--- src/rtl/gpio_port_regs.sv ---
module gpio_port_regs #(
  parameter int PINS = 32,
  parameter int AW   = 8
) (
  input  logic            clk,
  input  logic            rst_n,
  input  logic            wr_en,
  input  logic            rd_en,
  input  logic [AW-1:0]   addr,
  input  logic [PINS-1:0] wdata,
  output logic [PINS-1:0] rdata,
  input  logic [PINS-1:0] pin_in,
  output logic [PINS-1:0] pin_out,
  output logic [PINS-1:0] pin_oe,
  output logic [PINS-1:0] gpio_sel,
  output logic [PINS-1:0] alt_sel_a,
  output logic [PINS-1:0] alt_sel_b,
  output logic [PINS-1:0] wake_en,
  output logic [PINS-1:0] pad_cfg_a,
  output logic [PINS-1:0] pad_cfg_b
);
  localparam logic [AW-1:0] OFF_SEL  = AW'(8'h00);
  localparam logic [AW-1:0] OFF_DRV  = AW'(8'h0C);
  localparam logic [AW-1:0] OFF_LVL  = AW'(8'h18);
  localparam logic [AW-1:0] OFF_IN   = AW'(8'h24);
  localparam logic [AW-1:0] OFF_WAKE = AW'(8'h4C);
  localparam logic [AW-1:0] OFF_PADA = AW'(8'h60);
  localparam logic [AW-1:0] OFF_PADB = AW'(8'h64);
  localparam logic [AW-1:0] OFF_ALTA = AW'(8'h68);
  localparam logic [AW-1:0] OFF_ALTB = AW'(8'h74);
  localparam logic [AW-1:0] STEP_SET = AW'(8'h04);
  localparam logic [AW-1:0] STEP_CLR = AW'(8'h08);

  logic [PINS-1:0] sel_q, drv_q, lvl_q, wake_q, pada_q, padb_q, alta_q, altb_q;
  logic [PINS-1:0] sync_a, sync_b;
  logic [PINS-1:0] rd_word;

  function automatic logic [PINS-1:0] next_word(
    input logic [PINS-1:0] cur,
    input logic [AW-1:0]   a,
    input logic [AW-1:0]   base,
    input logic [PINS-1:0] d
  );
    if (a == base)            return d;
    if (a == base + STEP_SET) return cur | d;
    if (a == base + STEP_CLR) return cur & ~d;
    return cur;
  endfunction

  always_ff @(posedge clk or negedge rst_n) begin
    if (!rst_n) begin
      sel_q  <= '0;
      drv_q  <= '0;
      lvl_q  <= '0;
      wake_q <= '0;
      pada_q <= '0;
      padb_q <= '0;
      alta_q <= '0;
      altb_q <= '0;
    end else if (wr_en) begin
      sel_q  <= next_word(sel_q,  addr, OFF_SEL,  wdata);
      drv_q  <= next_word(drv_q,  addr, OFF_DRV,  wdata);
      lvl_q  <= next_word(lvl_q,  addr, OFF_LVL,  wdata);
      wake_q <= next_word(wake_q, addr, OFF_WAKE, wdata);
      alta_q <= next_word(alta_q, addr, OFF_ALTA, wdata);
      altb_q <= next_word(altb_q, addr, OFF_ALTB, wdata);
      if (addr == OFF_PADA) pada_q <= wdata;
      if (addr == OFF_PADB) padb_q <= wdata;
    end
  end

  always_ff @(posedge clk or negedge rst_n) begin
    if (!rst_n) begin
      sync_a <= '0;
      sync_b <= '0;
    end else begin
      sync_a <= pin_in;
      sync_b <= sync_a;
    end
  end

  always_comb begin
    case (addr)
      OFF_SEL:  rd_word = sel_q;
      OFF_DRV:  rd_word = drv_q;
      OFF_LVL:  rd_word = lvl_q;
      OFF_IN:   rd_word = sync_b;
      OFF_WAKE: rd_word = wake_q;
      OFF_PADA: rd_word = pada_q;
      OFF_PADB: rd_word = padb_q;
      OFF_ALTA: rd_word = alta_q;
      OFF_ALTB: rd_word = altb_q;
      default:  rd_word = '0;
    endcase
  end

  always_ff @(posedge clk or negedge rst_n) begin
    if (!rst_n) rdata <= '0;
    else        rdata <= rd_en ? rd_word : '0;
  end

  assign pin_oe    = sel_q & drv_q;
  assign pin_out   = lvl_q;
  assign gpio_sel  = sel_q;
  assign alt_sel_a = alta_q;
  assign alt_sel_b = altb_q;
  assign wake_en   = wake_q;
  assign pad_cfg_a = pada_q;
  assign pad_cfg_b = padb_q;
endmodule

--- config.mk ---
export PLATFORM = sky130hd
export DESIGN_NAME = gpio_port_regs
export DESIGN_NICKNAME = d
export VERILOG_FILES = /design/src/rtl/gpio_port_regs.sv
export SDC_FILE = /design/constraint.sdc
export NUM_CORES = 1
export LEC_CHECK = 0
export BUFFER_PORTS_ARGS = -buffer_cell sky130_fd_sc_hd__buf_4
export CAP_MARGIN = 20
export CORE_MARGIN = 5
export CORE_UTILIZATION = 56
export CTS_BUF_LIST = sky130_fd_sc_hd__clkbuf_8
export CTS_CLUSTER_SIZE = 14
export DETAILED_ROUTE_END_ITERATION = 8
export GPL_TIMING_DRIVEN = 0
export PLACE_DENSITY = 0.83
export SLEW_MARGIN = 20
export SYNTH_ARGS = -nofsm -noshare
export SYNTH_HDL_FRONTEND = slang
export SYNTH_SLANG_ARGS = --single-unit
--- constraint.sdc ---
create_clock -name clk -period 1.5 [get_ports clk]
set_clock_uncertainty 0.1 [all_clocks]
set_input_delay 0.15 -clock clk [delete_from_list [all_inputs] [get_ports clk]]
set_output_delay 0.15 -clock clk [all_outputs]
set_load 0.005 [all_outputs]
; ---- After elaboration in Yosys (flattened, before gate mapping)
; Cells that the tools add are included.
[classes]
n_eq_ne = 20
n_mux = 92
bitwise = 14
reduce_logical = 15
[op_table]
columns = cell, n
row1 = $mux 32, 37
row2 = $pmux 32 s9, 1
row3 = $and 32x32->32, 7
row4 = $or 32x32->32, 6
row5 = $eq 8x7->1 const B, 11
row6 = $mux 1, 54
row7 = $eq 8x5->1 const B, 4
row8 = $not 32->32, 1
row9 = $reduce_bool 3->1, 6
row10 = $eq 8x4->1 const B, 2
row11 = $eq 8x6->1 const B, 2
row12 = $reduce_and 2->1, 8
row13 = $eq 8x3->1 const B, 1
row14 = $logic_not 8->1, 1
[totals]
reg_bits = 352
inputBits = 76
out_inout_bits = 288
word_cells = 152

; ---- Depth between registers and ports, before layout
; Gate-level depths: netlist of the first run.
[logic_depth]
word_depth = 11
ltp_mapped = 8
ltp_nobuf = 5

; ---- Worst setup path after synthesis of the first run
; OpenSTA, ideal clock, no wires.
[synth_timing]
path_type = input-to-reg
from = input addr[4]
to = register rdata[11]
setup_time_ns = 0.132
arrival_time_ns = 1.465
t_required_ns = 1.268
path_slack_ns = -0.197
stages = 8
n_path_buf = 4
path_cell_list = buf_2 -> buf_4 -> buf_4 -> buf_2 -> mux2i_1 -> nor2_1 -> a221oi_1 -> a21oi_1
[synth_via]
elab_chain_cells = 3
word_cells_on_any_way = 11
cone_classes = eq/ne (8) / mux (2) / reduce/logical (1)
[synth_rtl]
columns = item, line_no
row1 = from (decl), 9  ; input logic [AW-1:0] addr,
row2 = $eq 8x7->1 (tied with other cells), 83  ; case (addr)
row3 = $pmux 32 s9 (*), 83
row4 = $mux 32 (*), 99  ; else rdata <= rd_en ? rd_word : '0;
row5 = to (signal assigned), 99
row6 = to (decl), 11  ; output logic [PINS-1:0] rdata,
; Every way passes the cells marked *; elsewhere a longest branch is shown, timed or not.
; A chain may end at the register's enable or synchronous reset.

; ---- Worst setup path after layout of the first run
[layout_timing]
from = register sel_q[14], in the netlist gpio_sel[14]
to = output pin_oe[14]
[layout_via]
elab_chain_cells = 1
[layout_rtl]
columns = item, line_no
row1 = from (decl), 34  ; logic [PINS-1:0] sel_q, drv_q, lvl_q, wake_q, pada_q, padb_q, alta_q, altb_q;
row2 = from (signal assigned), 61  ; sel_q <= next_word(sel_q, addr, OFF_SEL, wdata);
row3 = $and 32x32->32, 102  ; assign pin_oe = sel_q & drv_q;
row4 = to (decl), 14  ; output logic [PINS-1:0] pin_oe,
; No other way between the ends.

==> results of run 1 <==
routing by layer:
layer  share of wire, %  GRT usage, %  wire (µm)  vias up
met2                 44          62.0      30000     1661
met5                  0             0          0        -
met1                 35          54.0      23800     7785
met3                 14          13.3       9820      406
li1                   -             -          -     6384
met4                7.7          25.4       5270        0
worst reg2reg max path: stages, from the launching register on:
cell and delay [ns]:
dfrtp_1 0.40, buf_4 0.14, buf_4 0.12, buf_4 0.13, a22oi_1 0.16, o22a_2 0.23, a21oi_1 0.09
cell families after synthesis:
kind of cell    Yosys count  share of synthesized area (%)
simple gates            250                           7.99
flops                   352                           56.1
mux                      97                           6.70
compound gates          555                           24.4
buf+inv                 149                           4.67
xor+xnor                  2                          0.112
fa+ha+maj                 1                         0.0637
worst max path at each step:
stage	startpoint	end	slack, ns
2_1_floorplan	addr[7]	pin_out[0]	-0.12
3_3_place_gp	rst_n	pad_cfg_a[26]	-3.03
3_5_place_dp	addr[1]	rdata[16]	-1.07
4_1_cts	drv_q[27]	pin_oe[27]	-0.07
5_1_grt	gpio_sel[14]	pin_oe[14]	-0.15
6_report	gpio_sel[14]	pin_oe[14]	-0.12
area by class of cell:
class	count	area (µm²)	area share (%)
inverters	1	3.75	0.0167
clock inverters	22	121	0.541
multi-input cells	905	6420	28.6
well taps	378	473	2.11
plain buffers	146	1000	4.48
diodes	1	2.50	0.0112
repair buffers	538	4610	20.6
clock buffers	71	977	4.36
flip-flops and latches	352	8810	39.3
repair_timing:
item	in CTS	in global routing
resized for setup	102	74
buffers inserted	83	24
hold endpoints to repair	365	102
pin swaps	26	12
hold buffers	65	1
gates cloned	0	0
setup endpoints to repair	201	171
state kept, by name, summed over array words and instances, names as in the netlist:
signal,count
wake_en,32
sync_b,32
drv_q,32
gpio_sel,32
pad_cfg_a,32
sync_a,32
alt_sel_b,32
alt_sel_a,32
pin_out,32
rdata,32
pad_cfg_b,32
metrics by stage:
| step | cells | TNS [ns] | util, % | hold WS [ns] |
|---|---|---|---|---|
| CTS | 2390 | -1.31 | 79.5 | -0.499 |
| finish | 2414 | -2.08 | 80.9 | -0.499 |
| global route | 2414 | -3.17 | 80.9 | -0.476 |
| floorplan | 1406 | -15.71 | - | -0.246 |
| detailed placement | 2149 | -199.80 | 69.7 | 0.124 |
| global placement | 2145 | -1239.95 | 69.2 | 0.160 |
layout by cell type, fill, tap and decap left out, types with 45 or more instances in the layout:
cell type	instances
a22o_1	184
a22oi_1	61
buf_4	406
buf_6	106
clkbuf_1	45
clkbuf_8	71
dfrtp_1	350
dlygate4sd3_1	66
mux2_2	55
nand2_1	116
nor2_1	55
o21ai_0	130
o21ai_1	69
power by group through the flow:
stage               sequential (W)  combinational (W)  clock, W
global placement            0.0108            0.00232         0
detailed placement          0.0108            0.00242         0
finish                      0.0107            0.00316   0.00827
CTS                         0.0106            0.00296   0.00812
global route                0.0107            0.00333   0.00861
floorplan                   0.0107           0.000890         0
==> impl_metrics.csv, run 1 <==
group,metric,value,unit
timing,rsz0062_at_grt,"true",
drt,vias,16236,
run,cap_violations,0,
cells_and_area,fin_nets,2076,
clock_network,cts_tree,"built",
logic_synthesis,yosysSeqAreaShare,56.1,%
worst_setup_path,cp_cell_sequence,"and2_4, buf_6",
logic_synthesis,synthFlopType,"dfrtp_1",
drt,via_per_inst,6.73,
cells_and_area,area_growth,42.8,%
logic_synthesis,netlist.area_leader.share,56.1,%
power_and_ir_drop,leakagePower,10.8,nW
power_and_ir_drop,p_comb_share,14.3,%
run_status,status,"complete, but fails checks",
logic_synthesis,synthArstFlopShare,100,%
min_path,hp-class,"input port to async pin",
worst_setup_path,cp.required,1.25,ns
timing,setup_viol,69,
clock_network,clock_latency,0.61,ns
worst_setup_path,rr_worst_depth,6,
power_and_ir_drop,power_density,987,nW/µm²
logic_synthesis,syn_area_per_cell,11.2,µm²
floorplanning,core,27700,µm²
worst_setup_path,r2r_setup_slack,0.01,ns
place,place_ws,-1.07,ns
grt,track_usage,41.9,%
drt,drtPass1Iterations,6,
worst_setup_path,path_class,"flop to output port",
logic_synthesis,synth_edf_count,0,
power_and_ir_drop,total_power,0.0221,W
cells_and_area,num-fill-cells,1599,
logic_synthesis,post-synth-top-count-cell,"dfrtp_1",
floorplanning,die_w,177,µm
drt,drc,0,
worst_setup_path,r2r-end,"rdata[10]",
worst_setup_path,crit_cells,2,
cells_and_area,stdcell_area,22400,µm²
timing,whs,-0.499,ns
place,io_buffers,361,
power_and_ir_drop,power.internal,0.0162,W
clock_network,cts_buffer_depth,3,
worst_setup_path,critical_path.max_fanout,3,
run_status,violations,"hold timing, setup timing",
power_and_ir_drop,p_sw,0.00595,W
logic_synthesis,syn_nets,1482,
worst_setup_path,crit_family,"flip-flops",
floorplanning,die_y,177,µm
worst_setup_path,critPathLaunchType,"flop",
worst_setup_path,path_buf_inv,1,
grt,grt_pass1_wl,98400,µm
logic_synthesis,yosys-top-cells-count,"dfrtp_1, o21ai_0, a22o_1",
timing,maxSlewViolCount,0,
worst_setup_path,crit_arrival,1.37,ns
clock_network,cts.sinks,352,
logic_synthesis,ys.warnings.count,0,
drt,wl_per_cell,28.5,µm
clock_network,cts_buffers,56,
timing,timing.fmax,618,MHz
timing,fin_ws,-0.117,ns
place,dpl.hpwl,43600,µm
grt,antenna_found_initial,1,
clock_network,htreeDepth,2,
grt,grt_pass1_vias,15960,
timing,min_period_over_period,108,%
worst_setup_path,cp_slowest_cell,"dfrtp_1",
logic_synthesis,synth_area_leaders,"dfrtp_1, a22o_1, o21ai_0",
logic_synthesis,synth_cell_types,55,
floorplanning,num_rows,61,
timing,hold_violations,199,
timing,worst_pin_slew,0.961,ns
timing,relSlewSlack,36.0,%
grt,overflow,0,
drt,wl,68900,µm
worst_setup_path,slowest_delay,0.45,ns
place,gp_congestion,0.992,
drt,drt_iter0_drc,2518,
power_and_ir_drop,ir_drop,0.000768,V
worst_setup_path,endpoint_kind,"output port",
logic_synthesis,netlist_area,15700,µm²
grt,grt_max_degree,103,
floorplanning,ios,364,
worst_setup_path,r2r_start,"drv_q[10]",
timing,period_minus_slack,1.62,ns
floorplanning,die-area,31500,µm²
drt,antenna_left,0,
power_and_ir_drop,switching_share,26.9,%
clock_network,cts_root_buffer,"clkbuf_8",
place,placed_cell_area,19300,µm²
logic_synthesis,synth_cells,1406,
cells_and_area,drive_gt1_share,38.0,%
logic_synthesis,ys_ff_latch,352,
clock_network,path_clk_slew,0.06,ns
floorplanning,start_util,56.7,%
power_and_ir_drop,power.clock.fraction,37.3,%
logic_synthesis,synth_area_leader_cell,"dfrtp_1",
power_and_ir_drop,p_seq_share,48.4,%
No activity file was read; power rests on OpenSTA's default activity.
==> run 2, diff against run 1 <==
--- a/config.mk
+++ b/config.mk
@@ -13,7 +13,7 @@
 export CTS_CLUSTER_SIZE = 14
 export DETAILED_ROUTE_END_ITERATION = 8
 export GPL_TIMING_DRIVEN = 0
-export PLACE_DENSITY = 0.83
+export PLACE_DENSITY_LB_ADDON = 0.3
 export SLEW_MARGIN = 20
 export SYNTH_ARGS = -nofsm -noshare
 export SYNTH_HDL_FRONTEND = slang
==> run 2 against run 1 <==
- the run still ends with hold timing, setup timing left
- combinational power hardly changed
- core utilization up 1.2 points
- fmax increased by 0.21%
- clock-buffer cell count up 9
- largest power group unchanged
- first-iteration DRC count increased by 8.0%
- sequential power is essentially flat
==> impl_metrics.csv, run 2 (synthesis gave the netlist of run 1 again) <==
group,metric,value,unit
grt,overflow,0,
run,cap_violations,0,
clock_network,cts_root_buffer,"clkbuf_8",
worst_setup_path,critical_path.max_fanout,10,
run_status,violations,"hold timing, setup timing",
worst_setup_path,r2r_start,"gpio_sel[13]",
clock_network,path_clk_slew,0.06,ns
worst_setup_path,rr_worst_depth,6,
timing,setup_viol,56,
power_and_ir_drop,power_density,1020,nW/µm²
drt,vias,16363,
cells_and_area,num-fill-cells,1595,
grt,grt_pass1_vias,16115,
cells_and_area,area_growth,44.9,%
timing,period_minus_slack,1.61,ns
power_and_ir_drop,power.clock.fraction,40.5,%
floorplanning,core,27700,µm²
timing,tns,-1.54,ns
floorplanning,ios,364,
timing,timing.fmax,620,MHz
clock_network,cts_buffers,56,
power_and_ir_drop,total_power,0.0233,W
cells_and_area,final_cell_mix,"buf_4, dfrtp_1, a22o_1",
timing,relSlewSlack,48.6,%
drt,via_per_inst,6.70,
timing,whs,-0.593,ns
worst_setup_path,critPathLaunchType,"input port",
floorplanning,num_rows,61,
clock_network,cts_tree,"built",
worst_setup_path,endpoint_kind,"flop",
place,gp_congestion,0.959,
timing,worst_pin_slew,0.771,ns
clock_network,cts_buffer_depth,3,
worst_setup_path,r2r_setup_slack,0.01,ns
grt,grt_pass1_wl,99300,µm
cells_and_area,final_common_cell,"buf_4",
power_and_ir_drop,power.internal,0.0172,W
grt,grt_max_degree,105,
cells_and_area,stdcell_count,2443,
drt,wl_per_cell,28.5,µm
drt,wl,69600,µm
power_and_ir_drop,p_comb_share,13.6,%
floorplanning,die_w,177,µm
min_path,hp-class,"input port to async pin",
drt,antenna_left,0,
power_and_ir_drop,ir_drop,0.000766,V
cells_and_area,drive_gt1_share,39.2,%
power_and_ir_drop,switching_share,26.1,%
power_and_ir_drop,p_seq_share,45.9,%
cells_and_area,post-route-util,82.2,%
timing,fin_ws,-0.114,ns
timing,maxSlewViolCount,0,
worst_setup_path,crit_arrival,2.02,ns
timing,hold_violations,159,
grt,track_usage,42.1,%
drt,drtPass1Iterations,9,
power_and_ir_drop,leakagePower,11.0,nW
grt,antenna_found_initial,3,
worst_setup_path,path_class,"input port to flop",
timing,min_period_over_period,108,%
clock_network,htreeDepth,2,
drt,drc,0,
run_status,status,"complete, but fails checks",
drt,drt_iter0_drc,2720,
place,dpl.hpwl,43500,µm
clock_network,clock_latency,0.60,ns
timing,rsz0062_at_grt,"true",
floorplanning,start_util,56.7,%
clock_network,cts.sinks,352,
cells_and_area,fin_nets,2090,
worst_setup_path,cp.required,1.91,ns
place,io_buffers,361,
floorplanning,die-area,31500,µm²
floorplanning,die_y,177,µm
power_and_ir_drop,p_sw,0.00607,W
worst_setup_path,r2r-end,"rdata[13]",
place,dp_cells,2148,
## run 2: per-stage QoR
step	setup WS, ns	area (µm²)
after global routing	-0.111	22800
after floorplan	-0.120	16000
after detailed placement	-1.23	19300
after global placement	-3.03	19200
final	-0.114	22800
after CTS	-0.0514	22200
## run 2: worst max-delay path, cell delays in order
cell and delay (ns):
buf_4 0.16, nor3_4 0.35, buf_4 0.19, nand4_1 0.22
clkbuf_2 0.35, o21ai_0 0.36, a22o_1 0.22
## run 2: routing by layer
layer | share of wire, % | vias to the layer above | GRT usage (%)
met3 | 14 | 404 | 12.7
li1 | - | 6446 | -
met5 | 0 | - | 0
met1 | 35 | 7881 | 54.8
met2 | 43 | 1632 | 61.7
met4 | 7.8 | 0 | 26.5
## run 2: worst max-delay path by stage
stage                      start             to  slack, ns  cells past startpoint
finish                   addr[0]     wake_en[2]      -0.11                      7
global route             addr[7]     wake_en[2]      -0.11                      8
CTS                 gpio_sel[16]   gpio_sel[16]      -0.05                      2
detailed placement       addr[1]      rdata[30]      -1.23                      7
global placement           rst_n  pad_cfg_b[21]      -3.03                      1
floorplan                addr[7]     pin_out[0]      -0.12                      7
## run 2: layout make-up
cell class	count	area [µm²]	share of cell area, %
inverter	1	3.75	0.0165
buffer	147	1010	4.44
antenna	4	10.0	0.0440
clock buffer	80	1100	4.84
multi-input combinational	905	6450	28.4
tap	378	473	2.08
clock inverter	25	215	0.945
timing repair buffer	551	4680	20.6
sequential	352	8810	38.7
## run 2: repair_timing
action / in CTS / in global routing
setup buffers: 88 / 31
setup endpoints to repair: 236 / 189
hold buffers: 66 / 1
pin swaps: 28 / 18
gates resized for setup: 81 / 105
gates cloned: 0 / 1
endpoints found under the hold margin: 345 / 103
## run 2: power by group through the flow
stage               logic, W  clock network [W]  registers [W]
floorplan           0.000890                  0         0.0107
global placement     0.00231                  0         0.0108
detailed placement   0.00240                  0         0.0108
CTS                  0.00293            0.00935         0.0106
global route         0.00334            0.00986         0.0107
finish               0.00317            0.00943         0.0107
==> run 3, diff against run 2 <==
--- a/config.mk
+++ b/config.mk
@@ -7,7 +7,6 @@
 export LEC_CHECK = 0
 export BUFFER_PORTS_ARGS = -buffer_cell sky130_fd_sc_hd__buf_4
 export CAP_MARGIN = 20
-export CORE_MARGIN = 5
 export CORE_UTILIZATION = 56
 export CTS_BUF_LIST = sky130_fd_sc_hd__clkbuf_8
 export CTS_CLUSTER_SIZE = 14
==> run 3 against run 2 <==
- the flow still finishes with violations (hold timing, setup timing)
- register-to-register slack got worse by 0.02 ns
- worst hold slack improved by 0.034 ns
- worst setup slack improved by 0.061 ns
- critical path type is now flop to output port
- largest cell class unchanged
==> impl_metrics.csv, run 3 (synthesis gave the netlist of run 1 again) <==
group,metric,value,unit
worst_setup_path,crit_arrival,1.30,ns
grt,grt.busiest_layer,"met2",
power_and_ir_drop,leakagePower,10.8,nW
run_status,status,"complete, but fails checks",
power_and_ir_drop,power_density,977,nW/µm²
grt,grt_pass1_vias,15945,
worst_setup_path,rr_worst_depth,4,
timing,timing.fmax,644,MHz
clock_network,cts_root_buffer,"clkbuf_8",
timing,period_minus_slack,1.55,ns
timing,relSlewSlack,48.4,%
cells_and_area,drive_gt1_share,38.1,%
drt,drt_iter0_drc,2278,
clock_network,htreeDepth,2,
timing,min_period_over_period,104,%
grt,antenna_found_initial,4,
cells_and_area,final_cell_mix,"buf_4, dfrtp_1, a22o_1",
worst_setup_path,r2r_start,"pad_cfg_b[12]",
clock_network,cts_tree,"built",
drt,via_per_inst,6.73,
place,io_buffers,361,
drt,drtPass1Iterations,8,
drt,wl_per_cell,28.2,µm
cells_and_area,area_growth,43.0,%
drt,drc,0,
clock_network,cts_buffer_depth,3,
drt,wl,67900,µm
worst_setup_path,critical_path.max_fanout,3,
worst_setup_path,critPathLaunchType,"flop",
run,cap_violations,0,
worst_setup_path,cp.required,1.25,ns
timing,fin_ws,-0.0528,ns
floorplanning,start_util,57.6,%
clock_network,cts.sinks,352,
timing,rsz0062_at_grt,"true",
cells_and_area,final_common_cell,"buf_4",
worst_setup_path,path_buf_inv,1,
timing,worst_pin_slew,0.774,ns
clock_network,clock_latency,0.60,ns
clock_network,postCtsHoldBufs,67,
worst_setup_path,crit_cells,2,
worst_setup_path,crit_end,"pin_oe[25]",
grt,grt.met1_usage,58.8,%
place,gp_congestion,0.945,
grt,track_usage,46.4,%
floorplanning,die_y,169,µm
worst_setup_path,cp_cell_sequence,"and2_4, buf_6",
timing,tns,-0.969,ns
place,dpl.hpwl,42600,µm
power_and_ir_drop,ir_drop,0.000833,V
timing,maxSlewViolCount,0,
floorplanning,ios,364,
grt,met3_usage,16.6,%
timing,whs,-0.559,ns
timing,hold_violations,243,
grt,grt_max_degree,103,
grt,overflow,0,
floorplanning,die_w,169,µm
floorplanning,die-area,28700,µm²
worst_setup_path,crit_path_start,"gpio_sel[25]",
worst_setup_path,slowest_delay,0.42,ns
clock_network,path_clk_slew,0.06,ns
timing,setup_viol,41,
min_path,hp-class,"input port to async pin",
floorplanning,num_rows,60,
place,place_ws,-0.993,ns
drt,vias,16233,
run_status,violations,"hold timing, setup timing",
worst_setup_path,endpoint_kind,"output port",
floorplanning,core,27300,µm²
place,placed_cell_area,19300,µm²
grt,grt_pass1_wl,97500,µm
grt,use_met2,67.9,%
worst_setup_path,r2r-end,"rdata[12]",
cells_and_area,stdcell_area,22500,µm²
worst_setup_path,crit_family,"flip-flops",
worst_setup_path,r2r_setup_slack,-0.01,ns
worst_setup_path,path_class,"flop to output port",
drt,antenna_left,0,
worst_setup_path,cp_slowest_cell,"dfrtp_1",
cells_and_area,fin_nets,2079,
clock_network,cts_buffers,56,
run 3: stage by stage:
stage | std cells | power, W | util (%)
global placement | 2139 | 0.0131 | 70.4
CTS | 2380 | 0.0216 | 80.4
global route | 2410 | 0.0225 | 82.4
finish | 2411 | 0.0219 | 82.4
detailed placement | 2142 | 0.0132 | 70.7
floorplan | 1406 | 0.0116 | -
run 3: worst min-delay path by stage:
| stage | cells after the start | slack, ns | start | end |
|---|---|---|---|---|
| after floorplan | 0 | -0.25 | rst_n | alt_sel_a[0] |
| after global placement | 1 | 0.16 | pin_in[1] | sync_a[1] |
| after detailed placement | 1 | 0.06 | rst_n | pad_cfg_a[3] |
| after CTS | 1 | -0.56 | rst_n | wake_en[14] |
| after global routing | 1 | -0.51 | rst_n | pad_cfg_b[14] |
| final | 1 | -0.56 | rst_n | rdata[7] |
run 3: area by class of cell:
| class | instances | area (µm²) |
|---|---|---|
| Antenna cell | 4 | 10.0 |
| Buffer | 146 | 1050 |
| Clock buffer | 71 | 977 |
| Clock inverter | 19 | 101 |
| Fill cell | 1563 | 4800 |
| Inverter | 1 | 3.75 |
| Multi-Input combinational cell | 905 | 6450 |
| Sequential cell | 352 | 8810 |
| Tap cell | 372 | 465 |
| Timing Repair Buffer | 541 | 4580 |
run 3: where the power goes:
part / total [W] / switching (W) / internal [W]
combinational: 0.00310 / 0.00143 / 0.00168
sequential: 0.0107 / 0.000598 / 0.0101
clock: 0.00813 / 0.00378 / 0.00435
total: 0.0219 / 0.00580 / 0.0161
run 3: worst reg2reg max path, delay by kind of cell (launching register included):
kind            cells  cell delay, ns
compound gates      3            0.65
mux                 1            0.19
flops               1            0.44
run 3: layer usage:
layer	up-vias	routed length, µm
li1	6394	-
met1	7703	23400
met2	1710	29300
met3	424	10300
met4	2	4910
met5	-	66
run 3: repair_timing:
item                                    4_1_cts  5_1_grt
gates cloned                                  0        2
endpoints found under the hold margin       364       71
gates resized for setup                      91       93
pin swaps                                    33       17
setup buffers                                81       27
endpoints found under the setup margin      205      226
